===== config.mk =====
export PLATFORM = sky130hd
export DESIGN_NAME = flash_cmd_seq
export DESIGN_NICKNAME = d
export VERILOG_FILES = /design/src/rtl/flash_cmd_seq.sv
export SDC_FILE = /design/constraint.sdc
export NUM_CORES = 1
export LEC_CHECK = 0
export BUFFER_PORTS_ARGS = -buffer_cell sky130_fd_sc_hd__buf_2
export CORE_MARGIN = 8
export CORE_UTILIZATION = 56
export CTS_BUF_LIST = sky130_fd_sc_hd__clkbuf_4 sky130_fd_sc_hd__clkbuf_8 sky130_fd_sc_hd__clkbuf_16
export DETAILED_ROUTE_END_ITERATION = 6
export PLACE_DENSITY = 0.86
export RECOVER_POWER = 50
export SYNTH_ARGS = -nofsm -noshare
export SYNTH_HDL_FRONTEND = slang
export SYNTH_SLANG_ARGS = --single-unit

===== constraint.sdc =====
create_clock -name clk -period 2.6 [get_ports clk]
set_input_delay 0.52 -clock clk [delete_from_list [all_inputs] [get_ports clk]]
set_output_delay 0.52 -clock clk [all_outputs]
set_load 0.02 [all_outputs]

===== src/rtl/flash_cmd_seq.sv =====
module flash_cmd_seq #(
  parameter int PULSE = 2,
  parameter int LEN_W = 12,
  parameter int POLL_MAX = 4096,
  parameter logic [7:0] CLR_CODE = 8'h50
) (
  input  logic             clk,
  input  logic             rst_n,
  input  logic             req_valid,
  output logic             req_ready,
  input  logic [1:0]       req_op,
  input  logic [15:0]      req_sector,
  input  logic [LEN_W-1:0] req_len,
  input  logic [7:0]       wr_data,
  input  logic             wr_valid,
  output logic             wr_ready,
  output logic [7:0]       rd_data,
  output logic             rd_valid,
  input  logic             rd_ready,
  output logic             done,
  output logic             err,
  output logic [1:0]       err_code,
  output logic             fl_ce_n,
  output logic             fl_we_n,
  output logic             fl_oe_n,
  output logic             fl_cmd_sel,
  output logic             fl_sc,
  output logic [7:0]       fl_dq_o,
  output logic             fl_dq_oe,
  input  logic [7:0]       fl_dq_i
);
  localparam int TW = $clog2(2*PULSE+1) + 1;
  localparam int PW = $clog2(POLL_MAX+1);
  localparam logic [TW-1:0] T_P    = TW'(PULSE);
  localparam logic [TW-1:0] T_PM1  = TW'(PULSE-1);
  localparam logic [TW-1:0] T_END  = TW'(2*PULSE-1);
  localparam logic [TW-1:0] T_WEND = TW'(2*PULSE);
  localparam logic [PW-1:0] P_LAST = PW'(POLL_MAX-1);

  typedef enum logic [3:0] {
    S_IDLE, S_CMD, S_SA1, S_SA2, S_GAP, S_WDAT, S_RDAT, S_START, S_POLL, S_CLR, S_FIN
  } st_t;

  st_t             st;
  logic [TW-1:0]   t;
  logic [1:0]      op;
  logic [15:0]     sec;
  logic [LEN_W-1:0] left;
  logic [7:0]      obuf;
  logic [PW-1:0]   pcnt;
  logic [7:0]      opcode;
  logic            is_rd, is_er, we_st, strobe_end, fail;

  assign is_rd      = (op == 2'b00);
  assign is_er      = (op == 2'b10);
  assign we_st      = st inside {S_CMD, S_SA1, S_SA2, S_START, S_CLR};
  assign strobe_end = (t == T_END);
  assign fail       = is_er ? fl_dq_i[5] : fl_dq_i[4];

  assign req_ready  = (st == S_IDLE);
  assign wr_ready   = (st == S_WDAT) && (t == '0);
  assign done       = (st == S_FIN);
  assign fl_ce_n    = (st == S_IDLE) || (st == S_FIN);
  assign fl_we_n    = !(we_st && (t < T_P));
  assign fl_cmd_sel = we_st;
  assign fl_oe_n    = !((st == S_POLL) || (st == S_RDAT));
  assign fl_dq_oe   = we_st || (st == S_WDAT);
  assign fl_sc      = ((st == S_WDAT) && (t != '0) && (t <= T_P)) ||
                      ((st == S_RDAT) && !rd_valid && (t < T_P));

  always_comb begin
    case (op)
      2'b00:   opcode = 8'h00;
      2'b01:   opcode = 8'h1F;
      2'b10:   opcode = 8'h20;
      default: opcode = 8'h11;
    endcase
    case (st)
      S_CMD:   fl_dq_o = opcode;
      S_SA1:   fl_dq_o = sec[15:8];
      S_SA2:   fl_dq_o = sec[7:0];
      S_START: fl_dq_o = is_er ? 8'hB0 : 8'h40;
      S_CLR:   fl_dq_o = CLR_CODE;
      default: fl_dq_o = obuf;
    endcase
  end

  always_ff @(posedge clk or negedge rst_n) begin
    if (!rst_n) begin
      st       <= S_IDLE;
      t        <= '0;
      op       <= '0;
      sec      <= '0;
      left     <= '0;
      obuf     <= '0;
      pcnt     <= '0;
      rd_data  <= '0;
      rd_valid <= 1'b0;
      err      <= 1'b0;
      err_code <= 2'd0;
    end else begin
      case (st)
        S_IDLE: if (req_valid) begin
          op       <= req_op;
          sec      <= req_sector;
          left     <= req_len;
          err      <= 1'b0;
          err_code <= 2'd0;
          t        <= '0;
          st       <= S_CMD;
        end
        S_CMD, S_SA1, S_SA2, S_START, S_CLR: begin
          t <= t + TW'(1);
          if (strobe_end) begin
            t <= '0;
            case (st)
              S_CMD:   st <= S_SA1;
              S_SA1:   st <= S_SA2;
              S_SA2:   st <= is_er ? S_START : S_GAP;
              S_START: begin st <= S_POLL; pcnt <= '0; end
              default: st <= S_FIN;
            endcase
          end
        end
        S_GAP: begin
          t <= t + TW'(1);
          if (t == T_PM1) begin
            t  <= '0;
            st <= is_rd ? S_RDAT : S_WDAT;
          end
        end
        S_WDAT: begin
          if (t == '0) begin
            if (wr_valid) begin
              obuf <= wr_data;
              t    <= TW'(1);
            end
          end else if (t == T_WEND) begin
            t    <= '0;
            left <= left - LEN_W'(1);
            if (left == '0) st <= S_START;
          end else begin
            t <= t + TW'(1);
          end
        end
        S_RDAT: begin
          if (rd_valid) begin
            if (rd_ready) begin
              rd_valid <= 1'b0;
              t        <= '0;
              left     <= left - LEN_W'(1);
              if (left == '0) st <= S_FIN;
            end
          end else begin
            if (t == T_PM1) rd_data <= fl_dq_i;
            if (strobe_end) rd_valid <= 1'b1;
            else            t <= t + TW'(1);
          end
        end
        S_POLL: begin
          if (fl_dq_i[7]) begin
            if (fail) begin
              err      <= 1'b1;
              err_code <= is_er ? 2'd2 : 2'd1;
              t        <= '0;
              st       <= S_CLR;
            end else begin
              st <= S_FIN;
            end
          end else if (pcnt == P_LAST) begin
            err      <= 1'b1;
            err_code <= 2'd3;
            st       <= S_FIN;
          end else begin
            pcnt <= pcnt + PW'(1);
          end
        end
        S_FIN:   st <= S_IDLE;
        default: st <= S_IDLE;
      endcase
    end
  end
endmodule



==> results of run 1 <==
==> cell families after synthesis <==
family / after synthesis / synth area share
flops: 71 / 0.430
mux: 48 / 0.129
fa+ha+maj: 7 / 0.0212
simple gates: 126 / 0.175
compound gates: 126 / 0.201
buf+inv: 37 / 0.0430
==> registers in the layout (all words and copies together), names as in the netlist <==
signal    flops
left         12
err           1
err_code      2
op            2
st            4
t             4
pcnt         13
rd_data       8
sec          16
rd_valid      1
obuf          8
==> what timing repair did <==
item | 4_1_cts | 5_1_grt
setup endpoints to repair | 8 | 9
pin swaps | 0 | 1
gates resized for setup | 6 | 7
buffers inserted | 0 | 4
==> routing by layer <==
layer  vias up  part of all wire  track usage
met2       117              0.51        0.355
met4         0             0.021       0.0937
li1       1719                 -            -
met5         -                 0            0
met1      1774              0.42        0.261
met3        24             0.051       0.0409
==> area by class of cell <==
class / count / area, um^2 / share of cell area
Inverter: 16 / 60.1 / 0.0121
Clock buffer: 9 / 124 / 0.0250
Multi-Input combinational cell: 307 / 2190 / 0.443
Sequential cell: 71 / 1780 / 0.360
Tap cell: 99 / 124 / 0.0250
Clock inverter: 6 / 134 / 0.0270
Timing Repair Buffer: 100 / 537 / 0.108
==> power breakdown <==
part | internal, mW | switching, mW | total (mW)
Sequential | 1.55 | 0.443 | 2.00
Clock | 0.729 | 0.433 | 1.16
Combinational | 1.44 | 1.88 | 3.32
Total | 3.73 | 2.75 | 6.48
==> final timing paths <==
path	from	slack (ns)	cells past startpoint	endpoint
min reg2reg	sec[1]$_DFFE_PN0P_	0.51	1	sec[1]$_DFFE_PN0P_
min in group asynchronous	rst_n	0.52	1	rd_data[0]$_DFFE_PN0P_
max	st[1]$_DFFE_PN0P_	0.06	7	fl_dq_o[6]
max reg2reg	t[1]$_DFFE_PN0P_	0.21	7	t[3]$_DFFE_PN0P_
min	fl_dq_i[6]	0.40	2	rd_data[6]$_DFFE_PN0P_
max in group asynchronous	rst_n	0.57	2	st[2]$_DFFE_PN0P_
==> per-stage QoR <==
stage          hold WS (ns)  cell area [um^2]  TNS, ns  power (mW)
2_1_floorplan         0.224              4130        0        4.25
3_3_place_gp          0.483              4670        0        5.11
3_5_place_dp          0.490              4670        0        5.21
4_1_cts               0.207              4940        0        6.42
5_1_grt               0.396              4950  -0.0793        6.88
6_report              0.396              4950        0        6.48
==> layout by cell type (no fill, tap or decap), types with 5 or more instances in the layout <==
master,synthesis,final
dfrtp_1,71,67
buf_2,6,66
mux2_2,42,42
o21ai_0,33,32
nand2_1,29,29
a21oi_1,25,25
nor2_1,22,20
buf_4,2,20
inv_1,16,15
clkbuf_1,8,13
nand3_1,12,12
o21a_1,9,9
nor3_1,9,9
clkbuf_8,0,9
a31oi_1,8,8
nand2b_1,7,7
ha_1,7,7
mux2i_1,6,6
nor2b_1,8,5
o211ai_1,5,5
a22oi_1,5,5
o2bb2ai_1,5,5
and3_1,5,5
==> impl.org, run 1 <==
** Status
- Status :: complete, but fails checks
- The checks that failed: capacitance limit, slew limit.

** GRT
- Number of antenna violations at the first check in global routing :: 0
- Pin count of the biggest net entering global routing :: 45
- Vias in the first global route :: between 3000 and 4000
- First-pass GRT wire length :: 17400 um
- GRT Total Usage :: 0.213
- Overflow left after global routing :: 0

** Synthesis
- Combined area of all synthesized cells :: 0.00413 mm^2
- Top cell types by occurrence after synthesis :: dfrtp_1, mux2_2, o21ai_0
- Part of the Yosys area used for sequential elements :: 0.430
- Of all flip-flops after synthesis, the portion carrying an async set or reset was 1.00.
- The share of synthesized area in the top cell type comes to 0.430.
- Flip-flop and latch count after synthesis :: 71
- Number of warning messages in the yosys log :: 0
- Post-synthesis average cell area :: 9.95 um^2
- Yosys mapped a number of flops with a built-in enable equal to 0.
- Cell with the most instances after synthesis :: dfrtp_1
- Largest area contributor in the netlist :: dfrtp_1
- Number of distinct library cells after synthesis :: 70
- After synthesis, the cell types taking the most area are dfrtp_1, mux2_2, o21ai_0.
- Post-Synthesis Cells :: 415
- Flip-flop cell with the highest count after synthesis :: dfrtp_1
- Number of nets produced by synthesis :: 473

** Pwr
- Leakage dissipation :: between 2 and 2.5 nW
- In this run the power density over the cells is ~1300 mW/mm^2.
- VDD IR-drop max :: 0.00116 V

** Setup path
- Slowest stage cell on the critical path :: dfrtp_2
- CP delay by family, top :: flip-flops
- Along the worst path, the maximum fanout reaches 8.
- Element type at the critical path end :: output pin
- Worst setup SP type :: flop
- Setup Crit Path Kind :: flop to output pin
- Critical Path RT :: between 2 and 2.5 ns
- The critical path contains buffers and inverters numbering 3 combined.
- Walking the worst path, the cells encountered are nor2b_1, o21ai_0, and2_4, inv_2, buf_4, o22a_1, buf_2.
- Worst path arrival time :: between 2 and 2.5 ns
- In this design, the stage delay of the slowest critical-path cell is 0.46 ns.

** Floorplanning
- Num ports :: 80
- After floorplanning, the core was divided into 31 placement rows.
- The die is 102 um tall.
- Starting Density :: 0.572
- In this run the horizontal extent of the chip is 102 um.
- The die covers 0.0104 mm^2.
- The floorplan step defined a core boundary enclosing 0.00721 mm^2.

** STA
- Number of endpoints failing setup at the final stage :: 0
- Final slew viol count :: 29
- Min setup slack post-route :: 0.0612 ns
- At the pin with the least slew margin, the transition time is 1.51 ns.
- Clock skew on the completed layout was measured at roughly 0.0085 ns.
- Headroom to the max-slew limit came out at -0.00489.
- Setup repair after global routing could not meet its margin everywhere.
- Based on the critical path, the design can be clocked at up to ~0.39 GHz.
- Minimum period implied by the final worst setup slack :: 2.54 ns
- Share of the clock period used by the worst path :: 0.976
- Final hold violation count :: 0

** Place
- Pre-CTS setup slack :: 0.231 ns
- Post-DP HPWL :: 7870 um
- After detailed placement, the design holds a cell count of 589.
- Routability-driven placement finished with a final weighted congestion of slightly above 0.9.
- During placement, the flow inserted port buffers numbering 79.

** Routing
- Vias after detailed routing :: 3634
- Drt first pass iters :: 5
- Detailed-route vias per instance :: ~6.0
- In the routed design, unresolved DRC markers number 0.
- Once detail routing completed, the nets flagged for antenna violations numbered 0.
- Routed length per placed instance :: 17.7 um
- Final WL :: between 10000 and 15000 um
- Starting DRC count in detailed routing :: 325

** Clock network
- The H-tree generated during clock tree synthesis spans 3 levels.
- Post-cts hold buffer count :: 0
- Clock tree from TritonCTS :: yes
- Number of clock sinks :: 71
- After clock tree synthesis, the clock-pin slew on the worst setup and hold paths is 0.08 ns.
- CTS Root Cell :: clkbuf_8
- The longest clock path from root to sink contains 2 buffers.
- Clock tree synthesis inserted a total of 9 buffers.
- Clock latency on the worst-skew pair :: 0.35 ns

** Finish
- # nets final :: 563
- Post-route insts no fill :: 608
- For this run, the share of the core covered by cells in the final layout is 0.687.
- Layout Area Growth over Synthesis :: 20.0%
- Diodes inserted :: 0
- The filler cells instantiated in the layout total 573.
- In the final layout, the share of cells above drive strength 1 is 0.338.

** Worst hold path
- Class of the tightest hold or removal check :: input port to flop

** Flow run
- The tool flagged a number of max-cap violations equal to 1.
Note: power is estimated with default switching activity, not from simulation.
==> run 2, diff against run 1 <==
- BUFFER_PORTS_ARGS: -buffer_cell sky130_fd_sc_hd__buf_2 -> not set
- CELL_PAD_IN_SITES_DETAIL_PLACEMENT: not set -> 0
- CELL_PAD_IN_SITES_GLOBAL_PLACEMENT: not set -> 1
- CORE_UTILIZATION: 56 -> 49
- DONT_BUFFER_PORTS: not set -> 1
- PLACE_DENSITY: 0.86 -> 0.85
==> run 2 against run 1 <==
Compared with the run above:
- the run still ends with capacitance limit, slew limit left
- cell area fell by 6.8%
- clock power fell by 14%
- clock skew rose by 0.0026 ns
- critical path depth fell by 1
- worst setup slack improved by 0.048 ns
- combinational power fell by 8.1%
- die area rose by 12%
- highest routed layer unchanged
==> impl.org, run 2 (synthesis gave the netlist of run 1 again) <==
** STA
- Maximum frequency from static timing analysis :: around 0.4 GHz
- Of the available clock period, the critical path in the final layout requires 0.958.
- The routed design could run at a clock period as short as approximately 2.5 ns.
- Post-route clock skew :: approximately 0.011 ns
- Final hold violation count :: 0
- Setup repair after global routing left no endpoint under its margin.
- Max_slew headroom :: -0.191
- The number of max-slew violations in the final report is 72.
- At the pin with the least slew margin, the transition time is 1.79 ns.
- Final-layout setup total negative slack :: 0 ns
- Number of endpoints failing setup at the final stage :: 0

** Clock network
- Clock latency on the worst-skew pair :: roughly 0.35 ns
- In this run the number of H-tree levels came out at 3.
- Buffer levels on the longest clock path :: 2
- Clock-pin transition on the worst setup and hold timing paths :: ~0.080 ns
- TritonCTS built the clock tree.
- CTS placed an instance of clkbuf_8 at the clock tree root.
- The tree built by TritonCTS fans out to 71 sinks.
- Counting the buffers created by CTS gives 9.

** Setup path
- The worst setup path is of the flop to output pin kind.
- Slowest stage delay, CP :: 0.53 ns
- Data on the critical path is required at its endpoint by 2.08 ns.
- Element type at the critical path end :: output pin
- In this run the worst path has a maximum fanout of 16.
- STA classifies the critical path startpoint as a flop.
- Slowest stage cell on the critical path :: dfrtp_2
- Crit-path cells :: nor2_2, nand2_1, and2_1, inv_2, buf_4, o21a_1
- Sum of buffers and inverters on the critical path :: 2
- CP delay by family, top :: flip-flops
- Data on the critical path arrives at its endpoint at 1.97 ns.

** Pwr
- VDD IR-drop max :: around 0.00071 V
- Leakage dissipation :: 2.01 nW
- The share of total power dissipated in sequential elements is 0.340.
- Switch share :: 0.434
- Clock power share :: 0.163
- Of the total power, combinational logic draws 0.497.
- The internal power of the cells totals 3.47 mW.
- For this design the total switching power over the nets is 2.67 mW.
- Power spread over the standard cell area amounts to 1330 mW/mm^2.

** Finish
- In the layout the commonest cells are dfrtp_1, mux2_2, o21ai_0, buf_4, nand2_1.
- Largest register FFs :: 16
- The library cell used most frequently in the layout, excluding fill and tap cells, is dfrtp_1.
- # nets final :: 494
- Largest reg by FF count :: sec
- Diodes inserted :: 0
- From synthesis to final layout, the design area changed by 11.8%.
- With fillers left out, the area of the finished cells amounts to between 0.004 and 0.005 mm^2.
- Leading registers by flop count :: sec: 16 flops, pcnt: 13 flops, left: 12 flops
- In the final layout, the share of cells above drive strength 1 is 0.268.

** Routing
- Detailed-route vias per instance :: 6.10
- Post-route ant nets :: 0
- The first detailed-routing pass ran for 4 iterations.
- The detailed router finished its first iteration with 183 violations.
- Routed length per placed instance :: 18.7 um
- The final route contains between 3000 and 4000 vias.
- Final WL :: between 10000 and 15000 um
- For this run, design rule violations remaining after detail routing come to 0.

** Floorplanning
- The initial utilization of the core area, before any placement, comes to 0.505.
- Row generation in the floorplan step produced 33 rows.
- For this design the top-level I/O count stands at 80.
- The core region is 0.00818 mm^2.
- The die covers 0.0116 mm^2.
- Die Span X :: 108 um
- Die height :: 108 um

** GRT
- The via count of the first global-routing pass came to 3268.
- The first global-routing pass estimated approximately 17000 um of wire.
- Entering global routing, the biggest net connects between 70 and 80 pins.
- Number of antenna violations at the first check in global routing :: 0
- GRT Total Usage :: 0.182
- For this run the aggregate overflow at the end of global routing stands at 0.

** Place
- GP Congestion :: approximately 0.89
- The count of buffers added on input and output ports is 0.
- Standard cell area after detailed placement :: 0.00437 mm^2
- The HPWL after detailed placement is 7640 um.

** Status
- Status :: complete, but fails checks
- Violations in the final reports :: capacitance limit, slew limit

** Flow run
- Number of max-cap violations :: 1

** Worst hold path
- The min-delay analysis places its worst path in the category input port to flop.
run 2: metrics by stage:
stage                     hold slack [ns]  setup slack (ns)  instances   util  power [mW]
after floorplan                     0.224             0.274        415      -        4.25
after global placement              0.228             0.256        529  0.534        5.03
after detailed placement            0.227             0.174        529  0.534        5.10
after CTS                          0.0596           0.00294        546  0.565        6.15
after global routing                0.290            0.0121        546  0.565        6.59
final                               0.311             0.109        546  0.565        6.14
run 2: power groups by stage:
stage	combinational [mW]	sequential (mW)	clock, mW
after floorplan	2.35	1.90	0
after global placement	2.97	2.06	0
after detailed placement	3.01	2.09	0
after CTS	3.05	2.07	1.03
after global routing	3.34	2.16	1.09
final	3.05	2.09	1.00
run 2: timing repair:
item,4_1_cts,5_1_grt
endpoints found under the setup margin,6,8
hold buffers,1,0
buffers inserted,0,0
endpoints found under the hold margin,71,0
gates resized for setup,2,10
run 2: worst paths after layout:
path / slack [ns] / startpoint / cells past startpoint / end
worst min-delay path: 0.31 / req_sector[10] / 1 / sec[10]$_DFFE_PN0P_
worst max-delay path: 0.11 / st[3]$_DFFE_PN0P_ / 6 / fl_dq_o[7]
max in group asynchronous: 0.76 / rst_n / 1 / st[2]$_DFFE_PN0P_
worst max register to register: 0.13 / t[1]$_DFFE_PN0P_ / 7 / t[3]$_DFFE_PN0P_
worst min register to register: 0.51 / sec[10]$_DFFE_PN0P_ / 1 / sec[10]$_DFFE_PN0P_
min in group asynchronous: 0.64 / rst_n / 1 / st[3]$_DFFE_PN0P_
run 2: layer usage:
layer / up-vias / part of all wire / GRT usage
met5: - / 0 / 0
met4: 0 / 0.020 / 0.0743
met3: 15 / 0.083 / 0.0653
met2: 99 / 0.48 / 0.284
met1: 1624 / 0.42 / 0.223
li1: 1591 / - / -
run 2: worst reg2reg max path, delay by kind of cell, from the launching register on:
family | cells | cell delay (ns)
fa+ha+maj | 1 | 0.18
simple gates | 3 | 1.23
compound gates | 2 | 0.32
flops | 1 | 0.45
buf+inv | 1 | 0.15
run 2: cell type report:
| type | count | area (um^2) |
|---|---|---|
| Timing Repair Buffer | 31 | 230 |
| Multi-Input combinational cell | 307 | 2190 |
| Tap cell | 105 | 131 |
| Sequential cell | 71 | 1780 |
| Inverter | 16 | 60.1 |
| Fill cell | 754 | 3560 |
| Clock inverter | 7 | 101 |
| Clock buffer | 9 | 124 |
==> run 3, diff against run 2 <==
- PLACE_DENSITY: 0.85 -> not set
- PLACE_DENSITY_LB_ADDON: not set -> 0.2
==> run 3 against run 2 <==
Compared with the run above:
- the run still ends with capacitance limit, slew limit left
- critical path depth did not move
- power is 5.9% higher
- highest routed layer unchanged
- clock skew about the same
- maximum frequency is 1.8% higher
- sequential power about the same
- non-clock buffer count grew 3
- utilization up 1.2 points
==> impl.org, run 3 (synthesis gave the netlist of run 1 again) <==
** Routing
- DR DRC count :: 0
- In this run the remaining antenna-violating nets after routing total 0.
- Routed length per placed instance :: 19.0 um
- For this block, the via count after detailed routing is 3325.
- Final WL :: 10400 um
- Detailed-route vias per instance :: 6.06
- Drt first pass iters :: 5
- After the first detailed-routing iteration, the DRC count stood at 203.

** Finish
- Diodes inserted :: 0
- More flip-flops sit in one register than any other, and that register is sec.
- Layout Area Growth over Synthesis :: 14.2%
- Leading registers by flop count :: sec: 16 flops, pcnt: 13 flops, left: 12 flops
- Layout cell share with drive strength beyond 1 :: 0.282
- Largest register FFs :: 16
- Commonest cells after routing, fill and taps aside :: dfrtp_1, mux2_2, buf_4, o21ai_0, nand2_1
- Most common cell after layout, fill and taps aside :: dfrtp_1
- At the end of the flow, the number of nets in the layout was 497.
- Count of fill cells added during filler insertion :: between 700 and 800

** Floorplanning
- The die covers around 0.012 mm^2.
- After floorplanning, the core was divided into 33 placement rows.
- In this run the count of I/O pins placed on the die edge is 80.
- After floorplanning, the core was sized to cover ~0.0082 mm^2.
- Starting Density :: 0.505
- Die Span X :: 108 um
- From bottom edge to top edge, the die measures 108 um.

** Setup path
- The worst register-to-register path has a setup slack of 0.18 ns.
- Setup Crit Path Kind :: flop to output pin
- Critical Path RT :: 2.08 ns
- Crit Reg-Reg Endpoint :: t[3]$_DFFE_PN0P_
- The worst setup path is launched from a flop.
- Along the worst path, the maximum fanout reaches 11.
- The worst register-to-register path has a depth of 7.
- Beginning of the worst register-to-register path :: t[1]$_DFFE_PN0P_
- Element type at the critical path end :: output pin
- Data arrives at the worst endpoint at just under 2 ns.

** Worst hold path
- Launch instance of the worst min-delay path :: fl_dq_i[0]
- Hold-critical path depth :: 1
- Hold-critical path endpoint :: rd_data[0]$_DFFE_PN0P_
- Class of the tightest hold or removal check :: input port to flop

** Clock network
- After clock tree synthesis, the clock-pin slew on the worst setup and hold paths is 0.08 ns.
- Counting every sink on the clock net gives 71.
- CTS built an H-tree with a depth of 3.
- Clock latency on the worst-skew pair :: roughly 0.35 ns
- The tree is rooted in a clkbuf_8.
- Buffer levels on the longest clock path :: 2
- Clock tree from TritonCTS :: yes
- CTS Buf Count :: 9

** GRT
- Pin count of the biggest net entering global routing :: 72
- In the global route stage, overall resource usage came out at 0.188.
- Summed over all layers, the global routing overflow is 0.
- Number of antenna violations at the first check in global routing :: 0
- The via count of the first global-routing pass was about 3300.
- First-pass GRT wire length :: 17300 um

** STA
- Measured against its own limit, the worst slew margin works out to -0.197.
- In the finished design, the share of the clock period the worst path needs comes to 0.942.
- On the final layout, the worst clock skew is 0.0112 ns.
- At the pin with the least slew margin, the transition time is 1.79 ns.
- Setup violations remaining at the end of the flow were counted as 0.
- Unrepaired setup endpoints after global routing :: false
- Min setup slack post-route :: 0.152 ns
- Final hold violation count :: 0
- After routing, the total negative slack on setup checks comes to 0 ns.
- Minimum period implied by the final worst setup slack :: 2.45 ns
- The number of max-slew violations in the final report was 72.
- Derived from the worst setup path, the maximum achievable clock frequency is 0.408 GHz.

** Flow run
- The tool flagged a number of max-cap violations equal to 1.

** Place
- Port buffering added 0 buffers.
- GP Congestion :: 0.862
- Pre-CTS setup slack :: 0.220 ns
- Post-DP HPWL :: 7670 um

** Status
- Status :: complete, but fails checks
- The checks that failed: capacitance limit, slew limit.

** Pwr
- For this design the ratio of total power to cell area is 1380 mW/mm^2.
- VDD IR-drop max :: 0.000780 V
- Leakage dissipation :: roughly 2.1 nW
run 3: cell types whose count changed in the layout (fill, tap and decap cells not counted), sizes merged:
| cell | previous run | this run |
|---|---|---|
| bufinv | 2 | 5 |
| buf | 30 | 33 |
| inv | 19 | 17 |
| clkinvlp | 2 | 0 |
| clkinv | 0 | 1 |
run 3: metrics by stage:
step                      utilization  power, mW  hold slack [ns]  cells  cell area [um^2]
after floorplan                     -       4.25            0.224    415              4130
after global placement          0.532       5.03            0.228    527              4350
after detailed placement        0.532       5.09            0.228    527              4350
after CTS                       0.572       6.43           0.0624    544              4680
after global routing            0.577       6.97            0.286    549              4720
final                           0.577       6.50            0.318    549              4720
run 3: repair_timing:
item,in CTS,in global routing
hold endpoints to repair,71,0
gates resized for setup,4,13
setup buffers,0,5
hold buffers,1,0
setup endpoints to repair,7,8
run 3: final cells by class:
cell class / count / area (um^2) / share of cell area
Clock buffer: 9 / 124 / 0.0263
Tap cell: 105 / 131 / 0.0279
Timing Repair Buffer: 34 / 253 / 0.0536
Sequential cell: 71 / 1780 / 0.378
Clock inverter: 7 / 168 / 0.0355
Inverter: 16 / 60.1 / 0.0127
Multi-Input combinational cell: 307 / 2200 / 0.466
run 3: worst max-delay path by stage:
| stage | endpoint | from | cells after the start |
|---|---|---|---|
| after floorplan | fl_dq_o[4] | st[1]$_DFFE_PN0P_ | 9 |
| after global placement | t[3]$_DFFE_PN0P_ | t[1]$_DFFE_PN0P_ | 7 |
| after detailed placement | t[3]$_DFFE_PN0P_ | t[1]$_DFFE_PN0P_ | 7 |
| after CTS | fl_dq_o[1] | st[3]$_DFFE_PN0P_ | 6 |
| after global routing | fl_dq_o[4] | st[1]$_DFFE_PN0P_ | 7 |
| final | fl_dq_o[1] | st[1]$_DFFE_PN0P_ | 6 |
run 3: critical path, stage by stage (launching register included):
cell	delay [ns]
dfrtp_2	0.49
buf_4	0.21
nand2_1	0.14
and2_4	0.19
inv_2	0.15
buf_4	0.20
o21a_2	0.20
run 3: routing by layer:
| layer | up-vias | part of all wire | wire [um] | track usage |
|---|---|---|---|---|
| met4 | 0 | 0.012 | 127 | 0.0585 |
| met3 | 10 | 0.073 | 763 | 0.0707 |
| li1 | 1590 | - | - | - |
| met1 | 1619 | 0.45 | 4690 | 0.246 |
| met2 | 106 | 0.47 | 4860 | 0.280 |
| met5 | - | 0 | 0 | 0 |
run 3: power breakdown:
group | leakage, nW | internal [mW] | switching [mW]
logic | 1.03 | 1.41 | 1.75
clock network | 0.144 | 0.836 | 0.442
registers | 0.901 | 1.55 | 0.517
total | 2.07 | 3.80 | 2.70
